## config.mk

```make
export PLATFORM = sky130hd
export DESIGN_NAME = dac_frame_tx
export DESIGN_NICKNAME = d
export VERILOG_FILES = /design/src/rtl/dac_tx_pkg.sv /design/src/rtl/dac_frame_pack.sv /design/src/rtl/dac_phase_timer.sv /design/src/rtl/dac_bit_shifter.sv /design/src/rtl/dac_frame_tx.sv
export SDC_FILE = /design/constraint.sdc
export NUM_CORES = 1
export LEC_CHECK = 0
export ABC_AREA = 1
export BUFFER_PORTS_ARGS = -buffer_cell sky130_fd_sc_hd__buf_2
export CORE_MARGIN = 2
export CORE_UTILIZATION = 35
export CTS_CLUSTER_DIAMETER = 50
export DETAILED_ROUTE_END_ITERATION = 10
export MAX_ROUTING_LAYER = met4
export PLACE_DENSITY = 0.51
export SLEW_MARGIN = 10
export SYNTH_ARGS = -nofsm -noshare
export SYNTH_HDL_FRONTEND = slang
export SYNTH_HIERARCHICAL = 1
export SYNTH_SLANG_ARGS = --single-unit
```

## constraint.sdc

```tcl
create_clock -name clk -period 1.8 [get_ports clk]
set_input_delay 0.36 -clock clk [delete_from_list [all_inputs] [get_ports clk]]
set_output_delay 0.36 -clock clk [all_outputs]
set_load 0.05 [all_outputs]
```

## src/rtl/dac_tx_pkg.sv

```systemverilog
// Shared constants and types for the serial DAC frame transmitter.
// Assumes the fixed frame layout: 4-bit command, 4-bit address,
// 16-bit data field, optional 8-bit leading pad.
package dac_tx_pkg;
    localparam int CMD_W   = 4;
    localparam int ADDR_W  = 4;
    localparam int FIELD_W = 16;
    localparam int LEAD_W  = 8;
    localparam int WORD_W  = CMD_W + ADDR_W + FIELD_W;
    localparam int LONG_W  = LEAD_W + WORD_W;

    typedef enum logic [2:0] {
        ST_IDLE,
        ST_SETUP,
        ST_HIGH,
        ST_LOW,
        ST_HOLD,
        ST_GAP
    } tx_state_e;

    function automatic int max2(input int a, input int b);
        return (a > b) ? a : b;
    endfunction
endpackage

```

## src/rtl/dac_frame_pack.sv

```systemverilog
// Combinational frame builder: packs command, address and a left-justified
// code into a frame aligned to the MSB, and reports its bit count.
// Assumes CODE_W <= FIELD_W; unused low bits of the field are zero.
module dac_frame_pack
    import dac_tx_pkg::*;
#(
    parameter int CODE_W = 12,
    localparam int BITS_W = $clog2(LONG_W + 1)
) (
    input  logic [CMD_W-1:0]  cmd,
    input  logic [ADDR_W-1:0] addr,
    input  logic [CODE_W-1:0] code,
    input  logic              long_mode,
    output logic [LONG_W-1:0] frame,
    output logic [BITS_W-1:0] nbits
);
    logic [FIELD_W-1:0] field;
    logic [WORD_W-1:0]  word;

    // Left-justify the code inside the data field.
    generate
        if (CODE_W < FIELD_W) begin : g_pad
            assign field = {code, {(FIELD_W - CODE_W){1'b0}}};
        end else begin : g_full
            assign field = code;
        end
    endgenerate

    // Assemble the word and place it according to the frame length.
    always_comb begin
        word  = {cmd, addr, field};
        frame = long_mode ? {{LEAD_W{1'b0}}, word} : {word, {LEAD_W{1'b0}}};
        nbits = long_mode ? BITS_W'(LONG_W) : BITS_W'(WORD_W);
    end
endmodule

```

## src/rtl/dac_phase_timer.sv

```systemverilog
// Down counter that measures one link phase in system-clock cycles.
// A phase loaded with value v lasts v+1 cycles; expired is high in its last cycle.
module dac_phase_timer #(
    parameter int CW = 2
) (
    input  logic          clk,
    input  logic          rst_n,
    input  logic          load,
    input  logic [CW-1:0] load_val,
    output logic          expired
);
    logic [CW-1:0] cnt_q;

    // Load a new phase length or count the current one down to zero.
    always_ff @(posedge clk) begin
        if (!rst_n) begin
            cnt_q <= '0;
        end else if (load) begin
            cnt_q <= load_val;
        end else if (cnt_q != '0) begin
            cnt_q <= cnt_q - 1'b1;
        end
    end

    assign expired = (cnt_q == '0);
endmodule

```

## src/rtl/dac_bit_shifter.sv

```systemverilog
// MSB-first output shift register with a count of bits still to be sent.
// Zeros are shifted in, so the output rests at 0 once the frame is out.
module dac_bit_shifter #(
    parameter int W  = 32,
    parameter int CW = 6
) (
    input  logic          clk,
    input  logic          rst_n,
    input  logic          load,
    input  logic [W-1:0]  load_word,
    input  logic [CW-1:0] load_count,
    input  logic          shift,
    output logic          bit_out,
    output logic          empty
);
    logic [W-1:0]  sr_q;
    logic [CW-1:0] left_q;

    // Capture a frame, or advance by one bit on each shift request.
    always_ff @(posedge clk) begin
        if (!rst_n) begin
            sr_q   <= '0;
            left_q <= '0;
        end else if (load) begin
            sr_q   <= load_word;
            left_q <= load_count;
        end else if (shift) begin
            sr_q <= {sr_q[W-2:0], 1'b0};
            if (left_q != '0) begin
                left_q <= left_q - 1'b1;
            end
        end
    end

    assign bit_out = sr_q[W-1];
    assign empty   = (left_q == '0);
endmodule

```

## src/rtl/dac_frame_tx.sv

```systemverilog
// Serial command frame transmitter for a dual-channel DAC.
// Accepts one request per frame over valid/ready and drives select/load,
// serial clock and data. All link intervals are parameters counted in
// system-clock cycles. Assumes SCLK_HALF, SETUP_CYC, HOLD_CYC and GAP_CYC
// are all at least 1.
module dac_frame_tx
    import dac_tx_pkg::*;
#(
    parameter int CODE_W    = 12,
    parameter int SCLK_HALF = 2,
    parameter int SETUP_CYC = 2,
    parameter int HOLD_CYC  = 1,
    parameter int GAP_CYC   = 1
) (
    input  logic              clk,
    input  logic              rst_n,
    input  logic              req_valid,
    output logic              req_ready,
    input  logic [3:0]        req_cmd,
    input  logic [3:0]        req_addr,
    input  logic [CODE_W-1:0] req_code,
    input  logic              req_long,
    output logic              ser_sel_n,
    output logic              ser_clk,
    output logic              ser_dat,
    output logic              frame_done
);
    localparam int TMR_MAX = max2(max2(SCLK_HALF, SETUP_CYC), max2(HOLD_CYC, GAP_CYC));
    localparam int TMR_W   = (TMR_MAX < 2) ? 1 : $clog2(TMR_MAX);
    localparam int BITS_W  = $clog2(LONG_W + 1);

    localparam logic [TMR_W-1:0] T_SETUP = TMR_W'(SETUP_CYC - 1);
    localparam logic [TMR_W-1:0] T_HALF  = TMR_W'(SCLK_HALF - 1);
    localparam logic [TMR_W-1:0] T_HOLD  = TMR_W'(HOLD_CYC - 1);
    localparam logic [TMR_W-1:0] T_GAP   = TMR_W'(GAP_CYC - 1);

    tx_state_e         st_q, st_d;
    logic              sel_q, sel_d;
    logic              sck_q, sck_d;
    logic              done_q, done_d;
    logic              tmr_load, tmr_exp;
    logic [TMR_W-1:0]  tmr_val;
    logic              sh_load, sh_shift, sh_empty;
    logic [LONG_W-1:0] frame_w;
    logic [BITS_W-1:0] nbits_w;

    dac_frame_pack #(.CODE_W(CODE_W)) u_pack (
        .cmd       (req_cmd),
        .addr      (req_addr),
        .code      (req_code),
        .long_mode (req_long),
        .frame     (frame_w),
        .nbits     (nbits_w)
    );

    dac_phase_timer #(.CW(TMR_W)) u_timer (
        .clk      (clk),
        .rst_n    (rst_n),
        .load     (tmr_load),
        .load_val (tmr_val),
        .expired  (tmr_exp)
    );

    dac_bit_shifter #(.W(LONG_W), .CW(BITS_W)) u_shift (
        .clk        (clk),
        .rst_n      (rst_n),
        .load       (sh_load),
        .load_word  (frame_w),
        .load_count (nbits_w),
        .shift      (sh_shift),
        .bit_out    (ser_dat),
        .empty      (sh_empty)
    );

    // Sequence the phases of a frame and decide the next link levels.
    always_comb begin
        st_d     = st_q;
        sel_d    = sel_q;
        sck_d    = sck_q;
        done_d   = 1'b0;
        tmr_load = 1'b0;
        tmr_val  = '0;
        sh_load  = 1'b0;
        sh_shift = 1'b0;
        unique case (st_q)
            ST_IDLE: begin
                if (req_valid) begin
                    st_d     = ST_SETUP;
                    sel_d    = 1'b0;
                    sh_load  = 1'b1;
                    tmr_load = 1'b1;
                    tmr_val  = T_SETUP;
                end
            end
            ST_SETUP: begin
                if (tmr_exp) begin
                    st_d     = ST_HIGH;
                    sck_d    = 1'b1;
                    tmr_load = 1'b1;
                    tmr_val  = T_HALF;
                end
            end
            ST_HIGH: begin
                if (tmr_exp) begin
                    st_d     = ST_LOW;
                    sck_d    = 1'b0;
                    sh_shift = 1'b1;
                    tmr_load = 1'b1;
                    tmr_val  = T_HALF;
                end
            end
            ST_LOW: begin
                if (tmr_exp) begin
                    tmr_load = 1'b1;
                    if (sh_empty) begin
                        st_d    = ST_HOLD;
                        tmr_val = T_HOLD;
                    end else begin
                        st_d    = ST_HIGH;
                        sck_d   = 1'b1;
                        tmr_val = T_HALF;
                    end
                end
            end
            ST_HOLD: begin
                if (tmr_exp) begin
                    st_d     = ST_GAP;
                    sel_d    = 1'b1;
                    done_d   = 1'b1;
                    tmr_load = 1'b1;
                    tmr_val  = T_GAP;
                end
            end
            ST_GAP: begin
                if (tmr_exp) begin
                    st_d = ST_IDLE;
                end
            end
            default: st_d = ST_IDLE;
        endcase
    end

    // Register the state and the link outputs so they leave glitch-free.
    always_ff @(posedge clk) begin
        if (!rst_n) begin
            st_q   <= ST_IDLE;
            sel_q  <= 1'b1;
            sck_q  <= 1'b0;
            done_q <= 1'b0;
        end else begin
            st_q   <= st_d;
            sel_q  <= sel_d;
            sck_q  <= sck_d;
            done_q <= done_d;
        end
    end

    assign req_ready  = (st_q == ST_IDLE);
    assign ser_sel_n  = sel_q;
    assign ser_clk    = sck_q;
    assign frame_done = done_q;
endmodule

```

* Word-level counts from Yosys, hierarchy flattened
Index checks and enable logic that the tools add are counted.
** Word-level totals
- Flip-flop bits (word level) :: 45
- Output and inout bits :: 5
** Operators by class
- $add $sub $neg :: 2
- Eq/ne operators :: 12
- Mux-type cells :: 32
- Reductions and logical operators :: 14
** Operators with widths (count)
- 32-bit two-way mux :: 3
- 6-bit two-way mux :: 4
- 3-bit two-way mux :: 7
- 3-bit one-hot mux with 6 select lines :: 1
- 2-bit != test, second input constant :: 7
- 1-bit two-way mux :: 13
- 3-bit by 2-bit == test with 1-bit output, second input constant :: 2
- 3-bit == test, second input constant :: 2
- 6-bit zero test :: 1
- 1-bit one-hot mux with 3 select lines :: 2
- 6-bit AND reduction :: 1
- 2-bit nonzero test :: 3
- 6-bit nonzero test :: 1
- 6-bit by 1-bit subtractor with 6-bit output, second input constant :: 1
- 5-bit AND reduction :: 1
- 1-bit one-hot mux with 2 select lines :: 2
- 2-bit AND reduction :: 2
- 4-bit OR reduction :: 1
- 3-bit by 1-bit == test with 1-bit output, second input constant :: 1
- 3-bit zero test :: 1
- 3-bit AND reduction :: 1
- 3-bit nonzero test :: 1
- 2-bit OR reduction :: 1
- 1-bit subtractor, second input constant :: 1

* Longest topological paths before layout
- Depth in word-level cells :: 5
- Depth in mapped cells :: 11
- Mapped depth without buffers :: 10

* By module
The synthesis kept the hierarchy.
** Modules (own cells, without submodules)
- dac_bit_shifter :: times used 1, cells an instance 291, area each 2019.4 µm², sequential area each 760.7 µm²
- dac_frame_pack :: times used 1, cells an instance 83, area each 387.9 µm², sequential area each 0.0 µm²
- dac_frame_tx :: times used 1, cells an instance 47, area each 306.5 µm², sequential area each 120.1 µm²
- dac_phase_timer :: times used 1, cells an instance 5, area each 37.5 µm², sequential area each 20.0 µm²

* Worst setup path after synthesis
Ideal clock, no wire load.
- Path type :: register to register
- Start point :: reg st_q[2]
- End point :: reg u_shift.sr_q[10]
- Setup time :: 115 ps
- Arrival time :: 1376 ps
- Path slack :: 309 ps
- Stages on the path, launching flop included :: 10
- Clock period less this slack :: 1491 ps
- Cell sequence :: dfxtp_1 > inv_2 > nand3_1 > nor2_1 > nor2_4 > inv_2 > buf_6 > nor2_1 > o21ai_0 > inv_1
** Between the ends
- Word-level cells in the longest chain between the ends :: 3
- Elaborated cells on any way between the ends :: 6
- Those cells by class :: eq/ne (1); mux (3); reduce/logical (2)
** RTL lines
- from (decl) :: line dac_frame_tx.sv:37 : tx_state_e st_q, st_d;
- from (signal assigned) :: line dac_frame_tx.sv:151 : st_q <= st_d;
- 3-bit by 2-bit == test with 1-bit output :: line dac_frame_tx.sv:85 : unique case (st_q)
- 1-bit two-way mux :: line dac_frame_tx.sv:85
- named net sh_shift :: line dac_frame_tx.sv:43 : logic sh_load, sh_shift, sh_empty;
- 2-bit nonzero test (no source line)
- to (signal assigned) :: line dac_bit_shifter.sv:25 : sr_q <= load_word;
- to (signal assigned) :: line dac_bit_shifter.sv:28 : sr_q <= {sr_q[W-2:0], 1'b0};
- to (decl) :: line dac_bit_shifter.sv:16 : logic [W-1:0] sr_q;
The timed path passes the listed nets, and every way through them passes these cells.
A chain may end at the register's enable or synchronous reset.

* Worst setup path after layout
- Start point :: reg st_q[0]
- End point :: reg u_shift.sr_q[10]
** Between the ends
- Word-level cells in the longest chain between the ends :: 3
- Elaborated cells on any way between the ends :: 6
- Those cells by class :: eq/ne (1); mux (3); reduce/logical (2)
** RTL lines (line)
- 3-bit zero test * :: dac_frame_tx.sv:85
- 1-bit two-way mux * :: dac_frame_tx.sv:85
- named net sh_load :: dac_frame_tx.sv:43
- 32-bit two-way mux or 2-bit nonzero test (tied branches)
The timed path passes the listed nets; every way through them passes the cells marked *.

==> results.py <==
metrics = {
    "power": {
        "p_total_mw": 4.487,
        "ir_drop_mv": 0.4398,
        "clkPwrFrac_pct": 15.6,
        "internal_power_mw": 2.476,
        "cellPowerDensity_nw_per_um2": 1455,
        "p_leak_nw": 1.690,
        "switchingPower_mw": 2.011,
        "pwr-share-comb_pct": 53.7,
        "power_frac_seq_pct": 30.7,
        "switching_share_pct": 44.82,
    },
    "place": {
        "place.gp.congestion": 0.8174,
        "dp_hpwl_um": 4354,
        "io_buffers": 28,
        "place_ws_ns": 0.09520,
    },
    "cells_and_area": {
        "drive_gt1_share_pct": 17.90,
        "area_growth_pct": 12.10,
        "final_cell_mix": "nand2_1, inv_1, dfxtp_1, nor2_1, buf_2",
        "final_common_cell": "nand2_1",
        "fill_cells": 854,
        "layout.nets": 483,
        "post-route-util_pct": 40.12,
        "antenna_cells": 0,
    },
    "die": {
        "std_cell_rows": 32,
        "core_region_area_um2": 7687,
        "die_h_um": 92.66,
        "die_w_um": 92.66,
        "num_io_pins": 29,
        "dieArea_um2": 8586,
        "start_util_pct": 35.79,
    },
    "global_routing": {
        "grt_use_met2_pct": 24.15,
        "met1_usage_pct": 19.70,
        "antenna_found_initial": 0,
        "top_usage_layer": "met2",
        "grt_pass1_vias": 2208,
        "grt_pass1_wl_um": 10180,
        "grt_overflow": 0,
        "met3_usage_pct": 2.685,
        "grt_max_degree": 42,
        "grt_use_total_pct": 15.13,
    },
    "logic_synthesis": {
        "synth_area_leader_cell": "dfxtp_1",
        "synth_area_leaders": "dfxtp_1, nand2_1, inv_1",
        "syn_inst": 426,
        "synth_cell_types": 34,
        "syn_avg_cell_area_um2": 6.459,
        "yosysSeqAreaShare_pct": 32.74,
        "synth_warnings": 6,
        "syn_area_um2": 2751,
        "ys_ff_latch": 45,
        "synth_top_area_share_pct": 32.74,
    },
    "drt": {
        "routedWlPerCell_um": 10.75,
        "drtAntennaViolNets": 0,
        "dr.pass1.iters": 4,
        "vias_per_cell": 4.436,
        "finalWirelength_um": 6018,
        "drtIter0Drc": 79,
        "drc_errors": 0,
        "num_vias": 2484,
    },
    "worst_setup_path": {
        "critPathMaxFanout": 12,
        "end_kind": "flop",
        "arrival_ns": 1.79,
        "startpoint_type": "flop",
        "critical_path_class": "flop to flop",
        "required_ns": 1.99,
    },
    "timing": {
        "finalWorstSetupSlack_ns": 0.2025,
        "post-route-min-period_ns": 1.597,
        "slew_viol_final": 0,
        "whs_ns": 0.3545,
        "hold_violations": 0,
        "setup_tns_ns": 0,
        "skew_ns": 0.004588,
        "setup_viol": 0,
        "clock.fmax_mhz": 626.0,
        "rsz0062_at_grt": "false",
        "min_period_over_period_pct": 88.75,
    },
    "clock_network": {
        "cts_sinks": 45,
        "cts-root-buf": "clkbuf_8",
        "cts.clk_slew.worst_paths_ns": 0.08,
        "clock_latency_ns": 0.30,
        "cts_tree": "yes",
        "cts_buffer_depth": 2,
        "cts_made_buffers": 5,
        "htreeDepth": 2,
    },
    "hold_path": {
        "worstHoldPathType": "primary input to flop",
    },
    "job": {
        "maxCapViolCount": 0,
    },
    "status": {
        "run_status": "finished clean",
    },
}
worst max-delay path: stages (launching register included):
cell and delay [ns]:
dfxtp_1 0.34, nor2_2 0.16, nand3_2 0.15, inv_2 0.15, inv_4 0.07, nand2_4 0.17, buf_12 0.17, o21ai_0 0.08
o21ai_0 0.14, inv_1 0.06
path summary, 6_finish.rpt:
check / start / endpoint / slack (ns) / cells after the start
setup / recovery: st_q[0] / u_shift/sr_q[10] / 0.20 / 9
hold / removal: rst_n / ser_sel_n / 0.35 / 2
setup reg to reg: st_q[0] / u_shift/sr_q[10] / 0.20 / 9
hold reg to reg: ser_clk / ser_clk / 0.47 / 2
timing repair:
action                     in CTS  in global routing
setup endpoints to repair       0                 14
hold endpoints to repair        0                  0
resized for setup               0                  2
buffers inserted                0                  6
hold buffers                    0                  0
synth_stat cells:
master	count
a21oi_1	8
a22oi_1	1
a31o_2	1
a31oi_1	2
buf_1	3
buf_12	1
buf_2	3
buf_4	11
buf_6	5
buf_8	1
clkbuf_1	2
conb_1	1
dfxtp_1	45
ha_1	2
inv_1	86
inv_2	3
inv_4	1
nand2_1	153
nand2_2	1
nand2_4	1
nand3_1	18
nand3_2	3
nand3b_1	1
nand4_1	2
nor2_1	30
nor2_2	3
nor2_4	1
o211ai_1	2
o211ai_2	1
o21ai_0	19
o21ai_1	1
o21ai_4	1
o221ai_2	12
or2_2	1
flip-flops by register name, summed over array words and instances, names as in the netlist:
| register | flops |
|---|---|
| u_timer/cnt_q | 1 |
| st_q | 3 |
| ser_sel_n | 1 |
| u_shift/left_q | 6 |
| frame_done | 1 |
| u_shift/sr_q | 32 |
| ser_clk | 1 |
layer usage:
metal	wire (µm)	vias to the layer above	share of wire, %
met5	0	-	0
met4	53	0	0.88
met3	152	4	2.5
met2	2700	32	45
met1	3112	1121	52
li1	-	1327	-
metrics by stage:
stage	instances	cell area, µm²
2_1_floorplan	432	2774
3_3_place_gp	546	2934
3_5_place_dp	546	2934
4_1_cts	554	3035
5_1_grt	560	3084
6_report	560	3084
power groups by stage:
stage | sequential (mW) | clock [mW] | combinational [mW]
3_5_place_dp | 1.40 | 0 | 2.28
6_report | 1.38 | 0.698 | 2.41
2_1_floorplan | 1.45 | 0 | 1.76
4_1_cts | 1.38 | 0.729 | 2.29
3_3_place_gp | 1.40 | 0 | 2.28
5_1_grt | 1.41 | 0.769 | 2.69
kinds of logic after synthesis:
logic type	share of synthesized area (%)
AND/OR/NAND/NOR	32.02
buffers and inverters	19.92
AO/OA/AOI/OAI	14.28
flip-flops	32.74
adder cells (fa/ha/maj)	0.9094
other	0.1363
layout make-up:
cell class	instances	area (µm²)	share of cell area, %
well taps	102	127.6	4.138
inverters	90	340.3	11.03
clock buffers	7	96.34	3.124
multi-input cells	271	1325	42.96
repair buffers	44	289.0	9.371
clock inverters	1	5.005	0.1623
flip-flops and latches	45	900.9	29.21
Power figures use the tool's default switching activity.
